[src/rtl/pio_calc_pkg.sv]
package pio_calc_pkg;

   localparam int TIME_W     = 10;   // bits for a time in ns (max 600)
   localparam int MODE_W     = 3;
   localparam int MAX_MODE   = 4;
   localparam int SLOW_BELOW = 3;    // modes below this get the extra
   localparam int SLOW_EXTRA = 8;
   localparam int DEF_MHZ    = 50;
   localparam int NS_PER_US  = 1000;

   typedef struct packed {
      logic [TIME_W-1:0] cycle_ns;
      logic [TIME_W-1:0] active_ns;
   } mode_time_t;

   // Nominal times per transfer mode; anything above MAX_MODE maps to the fastest.
   function automatic mode_time_t lookup_mode(input logic [MODE_W-1:0] m);
      mode_time_t t;
      case (m)
         3'd0:    begin t.cycle_ns = 10'd600; t.active_ns = 10'd165; end
         3'd1:    begin t.cycle_ns = 10'd383; t.active_ns = 10'd125; end
         3'd2:    begin t.cycle_ns = 10'd240; t.active_ns = 10'd100; end
         3'd3:    begin t.cycle_ns = 10'd180; t.active_ns = 10'd80;  end
         default: begin t.cycle_ns = 10'd120; t.active_ns = 10'd70;  end
      endcase
      return t;
   endfunction

endpackage

[src/rtl/pio_ceil_div.sv]
// Restoring divider by a constant; one quotient bit per clock.
module pio_ceil_div #(
   parameter int NUM_W = 18,
   parameter int DEN   = 1000
) (
   input  logic             clk,
   input  logic             rst_n,
   input  logic             load_i,
   input  logic [NUM_W-1:0] num_i,
   output logic             busy_o,
   output logic [NUM_W-1:0] quo_o
);

   localparam int DEN_W = $clog2(DEN + 1);
   localparam int CTR_W = $clog2(NUM_W + 1);
   localparam logic [DEN_W:0] DEN_V = (DEN_W + 1)'(DEN);

   generate
      if (DEN < 2)     $error("divisor must be at least 2");
      if (NUM_W < DEN_W) $error("dividend narrower than divisor");
   endgenerate

   logic [DEN_W-1:0] rem_q;
   logic [NUM_W-1:0] quo_q;
   logic [CTR_W-1:0] ctr_q;

   logic [DEN_W:0]   trial;
   logic [DEN_W:0]   diff;
   logic             fits;

   always_comb begin
      trial = {rem_q, quo_q[NUM_W-1]};
      diff  = trial - DEN_V;
      fits  = (trial >= DEN_V);
   end

   always_ff @(posedge clk) begin
      if (!rst_n) begin
         rem_q <= '0;
         quo_q <= '0;
         ctr_q <= '0;
      end else if (load_i) begin
         rem_q <= '0;
         quo_q <= num_i;
         ctr_q <= CTR_W'(NUM_W);
      end else if (ctr_q != '0) begin
         rem_q <= fits ? diff[DEN_W-1:0] : trial[DEN_W-1:0];
         quo_q <= {quo_q[NUM_W-2:0], fits};
         ctr_q <= ctr_q - 1'b1;
      end
   end

   assign busy_o = (ctr_q != '0);
   assign quo_o  = quo_q;

   // partial remainder never reaches the divisor (R1, R2 rounding)
   p_rem_below_den_r1: assert property (@(posedge clk) disable iff (!rst_n)
      rem_q < DEN_W'(DEN));

endmodule

[src/rtl/pio_reg_map.sv]
// Maps a drive number to the register indexes of its four timing counts.
module pio_reg_map #(
   parameter int IDX_W = 8
) (
   input  logic [1:0]       drive_i,
   output logic [IDX_W-1:0] idx_act_a_o,
   output logic [IDX_W-1:0] idx_rec_a_o,
   output logic [IDX_W-1:0] idx_act_b_o,
   output logic [IDX_W-1:0] idx_rec_b_o
);

   generate
      if (IDX_W < 6) $error("index width too small for the index set");
   endgenerate

   always_comb begin
      case (drive_i)
         2'd0: begin
            idx_act_a_o = IDX_W'(8'h03); idx_rec_a_o = IDX_W'(8'h26);
            idx_act_b_o = IDX_W'(8'h04); idx_rec_b_o = IDX_W'(8'h27);
         end
         2'd1: begin
            idx_act_a_o = IDX_W'(8'h05); idx_rec_a_o = IDX_W'(8'h28);
            idx_act_b_o = IDX_W'(8'h06); idx_rec_b_o = IDX_W'(8'h29);
         end
         2'd2: begin
            idx_act_a_o = IDX_W'(8'h2B); idx_rec_a_o = IDX_W'(8'h30);
            idx_act_b_o = IDX_W'(8'h2C); idx_rec_b_o = IDX_W'(8'h31);
         end
         default: begin
            idx_act_a_o = IDX_W'(8'h2D); idx_rec_a_o = IDX_W'(8'h32);
            idx_act_b_o = IDX_W'(8'h2E); idx_rec_b_o = IDX_W'(8'h33);
         end
      endcase
   end

endmodule

[src/rtl/pio_timing_calc.sv]
module pio_timing_calc
   import pio_calc_pkg::*;
#(
   parameter int CLK_W = 8,
   parameter int CNT_W = 8,
   parameter int IDX_W = 8
) (
   input  logic              clk,
   input  logic              rst_n,
   input  logic              start_i,
   input  logic [MODE_W-1:0] mode_i,
   input  logic [CLK_W-1:0]  bus_mhz_i,
   input  logic              channel_i,
   input  logic              unit_i,
   output logic              done_o,
   output logic [CNT_W-1:0]  act_a_o,
   output logic [CNT_W-1:0]  rec_a_o,
   output logic [CNT_W-1:0]  act_b_o,
   output logic [CNT_W-1:0]  rec_b_o,
   output logic [IDX_W-1:0]  idx_act_a_o,
   output logic [IDX_W-1:0]  idx_rec_a_o,
   output logic [IDX_W-1:0]  idx_act_b_o,
   output logic [IDX_W-1:0]  idx_rec_b_o
);

   localparam int NUM_W  = TIME_W + CLK_W;
   localparam int N_DIV  = 2;          // 0: active time, 1: full cycle
   localparam int SEL_ACT = 0;
   localparam int SEL_CYC = 1;

   generate
      if (CLK_W < 6)      $error("clock input cannot hold the default clock");
      if (CNT_W < 5)      $error("count width cannot hold the slow offset");
      if (NUM_W < CNT_W)  $error("quotient narrower than the counts");
   endgenerate

   // ---------------- input conditioning ----------------
   logic [MODE_W-1:0] mode_eff;
   mode_time_t        tm;
   logic [CLK_W-1:0]  f_eff;
   logic [NUM_W-1:0]  num_v  [N_DIV];
   logic [NUM_W-1:0]  quo_v  [N_DIV];
   logic [N_DIV-1:0]  div_busy;

   always_comb begin
      mode_eff = (mode_i > MODE_W'(MAX_MODE)) ? MODE_W'(MAX_MODE) : mode_i;
      tm       = lookup_mode(mode_eff);
      f_eff    = (bus_mhz_i == '0) ? CLK_W'(DEF_MHZ) : bus_mhz_i;
      num_v[SEL_ACT] = NUM_W'(tm.active_ns) * NUM_W'(f_eff) + NUM_W'(NS_PER_US - 1);
      num_v[SEL_CYC] = NUM_W'(tm.cycle_ns)  * NUM_W'(f_eff) + NUM_W'(NS_PER_US - 1);
   end

   // ---------------- control ----------------
   logic       busy_q;
   logic       slow_q;
   logic [1:0] drive_q;
   logic       load;
   logic       finish;

   assign load   = start_i & ~busy_q;
   assign finish = busy_q & ~div_busy[SEL_ACT];

   // ---------------- dividers ----------------
   generate
      for (genvar g = 0; g < N_DIV; g++) begin : g_div
         pio_ceil_div #(
            .NUM_W (NUM_W),
            .DEN   (NS_PER_US)
         ) u_div (
            .clk    (clk),
            .rst_n  (rst_n),
            .load_i (load),
            .num_i  (num_v[g]),
            .busy_o (div_busy[g]),
            .quo_o  (quo_v[g])
         );
      end
   endgenerate

   // ---------------- result shaping ----------------
   logic [CNT_W-1:0] act_c;
   logic [CNT_W-1:0] rec_c;
   logic [CNT_W-1:0] add_c;
   logic [IDX_W-1:0] map_act_a;
   logic [IDX_W-1:0] map_rec_a;
   logic [IDX_W-1:0] map_act_b;
   logic [IDX_W-1:0] map_rec_b;

   always_comb begin
      act_c = quo_v[SEL_ACT][CNT_W-1:0];
      rec_c = quo_v[SEL_CYC][CNT_W-1:0] - act_c;
      add_c = slow_q ? CNT_W'(SLOW_EXTRA) : '0;
   end

   pio_reg_map #(.IDX_W(IDX_W)) u_map (
      .drive_i     (drive_q),
      .idx_act_a_o (map_act_a),
      .idx_rec_a_o (map_rec_a),
      .idx_act_b_o (map_act_b),
      .idx_rec_b_o (map_rec_b)
   );

   always_ff @(posedge clk) begin
      if (!rst_n) begin
         busy_q      <= 1'b0;
         slow_q      <= 1'b0;
         drive_q     <= '0;
         done_o      <= 1'b0;
         act_a_o     <= '0;
         rec_a_o     <= '0;
         act_b_o     <= '0;
         rec_b_o     <= '0;
         idx_act_a_o <= '0;
         idx_rec_a_o <= '0;
         idx_act_b_o <= '0;
         idx_rec_b_o <= '0;
      end else begin
         done_o <= finish;
         if (load) begin
            busy_q  <= 1'b1;
            slow_q  <= (mode_eff < MODE_W'(SLOW_BELOW));
            drive_q <= {channel_i, unit_i};
         end else if (finish) begin
            busy_q      <= 1'b0;
            act_a_o     <= act_c;
            rec_a_o     <= rec_c;
            act_b_o     <= act_c + add_c;
            rec_b_o     <= rec_c + add_c;
            idx_act_a_o <= map_act_a;
            idx_rec_a_o <= map_rec_a;
            idx_act_b_o <= map_act_b;
            idx_rec_b_o <= map_rec_b;
         end
      end
   end

   // ---------------- assertions ----------------
   p_done_single_r8: assert property (@(posedge clk) disable iff (!rst_n)
      done_o |=> !done_o);

   p_hold_counts_r8: assert property (@(posedge clk) disable iff (!rst_n)
      !done_o |-> ($stable(act_a_o) && $stable(rec_a_o) &&
                   $stable(act_b_o) && $stable(rec_b_o) && $stable(idx_act_a_o)));

   p_pair_offset_r3: assert property (@(posedge clk) disable iff (!rst_n)
      done_o |-> (((act_b_o - act_a_o) == CNT_W'(0)) ||
                  ((act_b_o - act_a_o) == CNT_W'(SLOW_EXTRA))) &&
                 ((rec_b_o - rec_a_o) == (act_b_o - act_a_o)));

   p_idx_pairs_r6: assert property (@(posedge clk) disable iff (!rst_n)
      done_o |-> (idx_act_b_o == idx_act_a_o + 1'b1) &&
                 (idx_rec_b_o == idx_rec_a_o + 1'b1));

   p_busy_start_ignored_r9: assert property (@(posedge clk) disable iff (!rst_n)
      (busy_q && div_busy[SEL_ACT] && start_i) |=> busy_q && $stable(drive_q));

endmodule

[config.mk]
export PLATFORM = sky130hd
export DESIGN_NAME = pio_timing_calc
export DESIGN_NICKNAME = d
export VERILOG_FILES = /design/src/rtl/pio_calc_pkg.sv /design/src/rtl/pio_ceil_div.sv /design/src/rtl/pio_reg_map.sv /design/src/rtl/pio_timing_calc.sv
export SDC_FILE = /design/constraint.sdc
export NUM_CORES = 1
export LEC_CHECK = 0
export BUFFER_PORTS_ARGS = -buffer_cell sky130_fd_sc_hd__buf_2
export CAP_MARGIN = 20
export CORE_AREA = 2 2 132 230
export CTS_CLUSTER_DIAMETER = 60
export DETAILED_ROUTE_END_ITERATION = 8
export DIE_AREA = 0 0 134 232
export PLACE_DENSITY_LB_ADDON = 0.08
export SLEW_MARGIN = 10
export SYNTH_ARGS = -nofsm -noshare
export SYNTH_HDL_FRONTEND = slang
export SYNTH_SLANG_ARGS = --single-unit
[constraint.sdc]
create_clock -name clk -period 4.9 [get_ports clk]
set_clock_uncertainty 0.1 [all_clocks]
set_input_delay 0.245 -clock clk [delete_from_list [all_inputs] [get_ports clk]]
set_output_delay 0.245 -clock clk [all_outputs]
set_load 0.005 [all_outputs]
==> results.md <==
* Clk_lat worst skew at 0.36 ns
* Post-place setup slack at -0.283 ns
* Gp weighted congestion at 1.00
* CTS tree: yes
* Layout cells sized above 1 at 20.1%
* Port-buffer cells at 68
* DP HPWL at 23.0 mm
* Clock root cell: clkbuf_16
* Avg Vias per Cell at 4.82
* Async set-or-reset flop fraction in the synthesized netlist at 0%
* Clock network fraction of design power at 11.6%
* Setup WS post-layout at 0.223 ns
* Max-capacitance violation count at 0
* Fillers at 3,037
* Yosys top cell by area: dfxtp_1
* Row cnt at 83
* Mux contribution to synthesized area at 0.966%
* CP max stage cell: fa_1
* Initial antenna violation count at 0
* Int Power at 3.48 mW
* Worst EP arrival at 4.80 ns
* Antenna Nets Post-Route at 0
* Max VDD drop at 0.000223 V
* Final setup fails at 0
* Final Power at 6.25 mW
* Largest fanout on the critical path at 4
* Inserted Clock Buffers at 9
* Highest metal used: met4
* Post-synth top area share at 20.1%
* Ports at 81
* Number of global-route vias before repair at 8,990
* Flops & latches, synth at 104
* Clock sink count at 104
* Post-synth EDFFs at 0
* WL/cell at 15.3 um
* Core ar. at 29,200 sq um
* First-pass GRT wire length at 45.2 mm
* Cts hold-fix bufs at 0
* CTS Buffer Depth at 2
* Die ar. at 31,100 sq um
* Fin crit share at 95.4%
* WS Path Type: input pin to flop
* CP bufs+invs at 8
* Worst path max stage delay at 0.54 ns
* Final hold slack at 0.0397 ns
* Slew Limit Fails at 0
* Final Hold Fails at 0
* Period minus WS final at 4.68 ns
* Die X at 134 um
* Number of DRC markers in iteration 0 at 299
* Sw frac at 44.3%
* Diode count at 0
* H-Tree Depth at 3
* Worst-path clk slew at 0.07 ns
* GRT Total Usage at 18.5%
* Power Dens Cells at 501 nW/um^2
* WL final at 27.6 mm
* Crit-path leading delay family: adder cells
* Synth Area in Compound Gates at 15.0%
* DRT Pass-1 Iters at 4
* Total net switching power at 2.77 mW
* Met3 WL at 553 um
* Combinational family with the most area after synthesis: adder cells
* Synth unique cells at 68
* Leak at 6.15 nW
* Sequential power share at 19.8%
* Mapped cell area at 10,400 sq um
* Top_reg_cell synth: dfxtp_1
* Comb pwr share at 68.6%
* Met1 wire length at 10.6 mm
* Synth Area in Adders at 30.2%
* Die Ht at 232 um
* Fin nets at 1,631
* Most frequent cells after synthesis: nand2_1 (194), inv_1 (191), dfxtp_1 (104)
* Cells after Synth at 1,266
* Worst setup EP type: flop
* Fmax at 0.214 GHz
* DRC errors left at 0
* Layout area overhead at 20.5%
* Congestion Overflow GR at 0
* Seq/Total Area, Yosys at 20.1%
* Rel. slew slack at 43.1%
* Largest net degree at the start of global routing at 70
* Area contributors post-synth: dfxtp_1 (20%), fa_1 (18%), ha_1 (12%), nand2_1 (7.0%), inv_1 (6.9%)
* CP required at 5.02 ns
* Syn Area/Cell at 8.18 sq um
* Hold Crit Class: input pin to flop
* Startpoint Class: input pin
* Slew @ Worst Pin at 0.851 ns
* Yosys warns at 0
* Vias after detailed routing at 8,715
* Post-Synth Simple-Gate Area at 18.5%
* Worst-path cell chain: buf_2 -> nor4_2 -> nand2_1 -> buf_4 -> nor2_1 -> or2_4 -> buf_4 -> buf_4 -> nand2_1 -> fa_1 -> inv_1 -> fa_1 -> inv_1 -> fa_1 -> fa_1 -> inv_1 -> ha_1 -> o21a_1 -> a21oi_1 -> buf_4 -> o211ai_1 -> xnor2_1 -> o22ai_1
* Initial core utilization at 35.5%
* DR WL met2 at 14.7 mm
* Status: finished, final reports clean
* Top-count cell post-synth: nand2_1
* Post-Synth XOR/XNOR Area at 3.72%
* RSZ-0062 raised after global routing: no
==> sequential cells by signal, indices dropped and copies added (netlist names), 2 cells and up <==
register and flops:
act_a_o 8, g_div.u_div.rem_q 20, rec_b_o 5, idx_rec_b_o 5
drive_q 2, g_div.u_div.quo_o 36, act_b_o 5, g_div.u_div.ctr_q 10
rec_a_o 8
==> final cells by class <==
class                   count  area [sq um]  area share (%)
inverters                 197           753            6.04
repair buffers            219          1500            12.0
clock buffers              11           233            1.86
multi-input cells         889          7370            59.1
flip-flops and latches    104          2080            16.7
well taps                 382           478            3.83
clock inverters             5          57.6           0.461
==> worst register-to-register path, delay by kind of cell, from the launching register on <==
family | cells | cell delay [ns]
simple gates | 2 | 0.47
fa+ha+maj | 2 | 0.60
compound gates | 3 | 0.63
xor+xnor | 1 | 0.14
flops | 1 | 0.33
buf+inv | 1 | 0.07
==> metal layers <==
metal	global-route usage [%]	vias up
met3	1.38	52
met5	0	-
met1	19.0	4106
met2	35.5	145
met4	12.0	0
li1	-	4412
==> cell families (layout without fill, tap and decap cells) <==
family | Yosys count | after routing
DFF | 104 | 104
adders and majority gates | 195 | 195
xor gates and xnor gates | 44 | 44
muxes | 10 | 10
other | 1 | 12
AOI/OAI and AO/OA | 221 | 221
buffers and inverters | 284 | 432
and+or+nand+nor | 407 | 407
==> metrics by stage <==
| stage | setup TNS, ns | util [%] | cells | instance area (sq um) |
|---|---|---|---|---|
| floorplan | 0 | - | 1277 | 10400 |
| global placement | -1.50 | 40.9 | 1785 | 11900 |
| detailed placement | -2.77 | 40.9 | 1785 | 11900 |
| CTS | 0 | 41.9 | 1801 | 12200 |
| global route | 0 | 42.8 | 1807 | 12500 |
| finish | 0 | 42.8 | 1807 | 12500 |
==> cell usage in the layout (no fill, tap or decap), types with 14 or more instances in the layout <==
master / synthesis / routed
nor2_1: 61 / 60
ha_1: 103 / 95
buf_4: 31 / 148
nand3_1: 27 / 27
o211a_1: 16 / 16
buf_2: 3 / 68
o211ai_1: 14 / 14
xnor2_1: 36 / 36
a21boi_1: 17 / 17
dfxtp_1: 104 / 104
inv_1: 191 / 189
a21oi_1: 59 / 55
o21ai_0: 25 / 25
fa_1: 92 / 90
nor3_1: 34 / 32
a211oi_1: 20 / 19
and2_1: 18 / 18
nand2_1: 194 / 191
==> power by group through the flow <==
stage,combinational [mW],sequential (mW),clock (mW)
4_1_cts,4.10,1.24,0.761
3_5_place_dp,4.08,1.26,0
2_1_floorplan,2.72,1.22,0
5_1_grt,4.85,1.27,0.791
6_report,4.29,1.24,0.726
3_3_place_gp,4.06,1.26,0
==> worst paths after layout <==
kind / from / endpoint / slack (ns) / cells past startpoint
worst max-delay path: bus_mhz_i[7] / g_div[0].u_div.quo_o[14] / 0.22 / 23
worst min-delay path: channel_i / drive_q[1] / 0.04 / 3
worst max register to register: g_div[1].u_div.quo_o[0] / rec_b_o[7] / 2.45 / 9
worst min register to register: rec_a_o[7] / rec_a_o[7] / 0.35 / 2
==> repair_timing <==
action | 4_1_cts | 5_1_grt
buffers inserted | 0 | 6
setup endpoints to repair | 0 | 16
hold endpoints to repair | 0 | 0
resized for setup | 0 | 34
(Power assumes the default switching activity.)
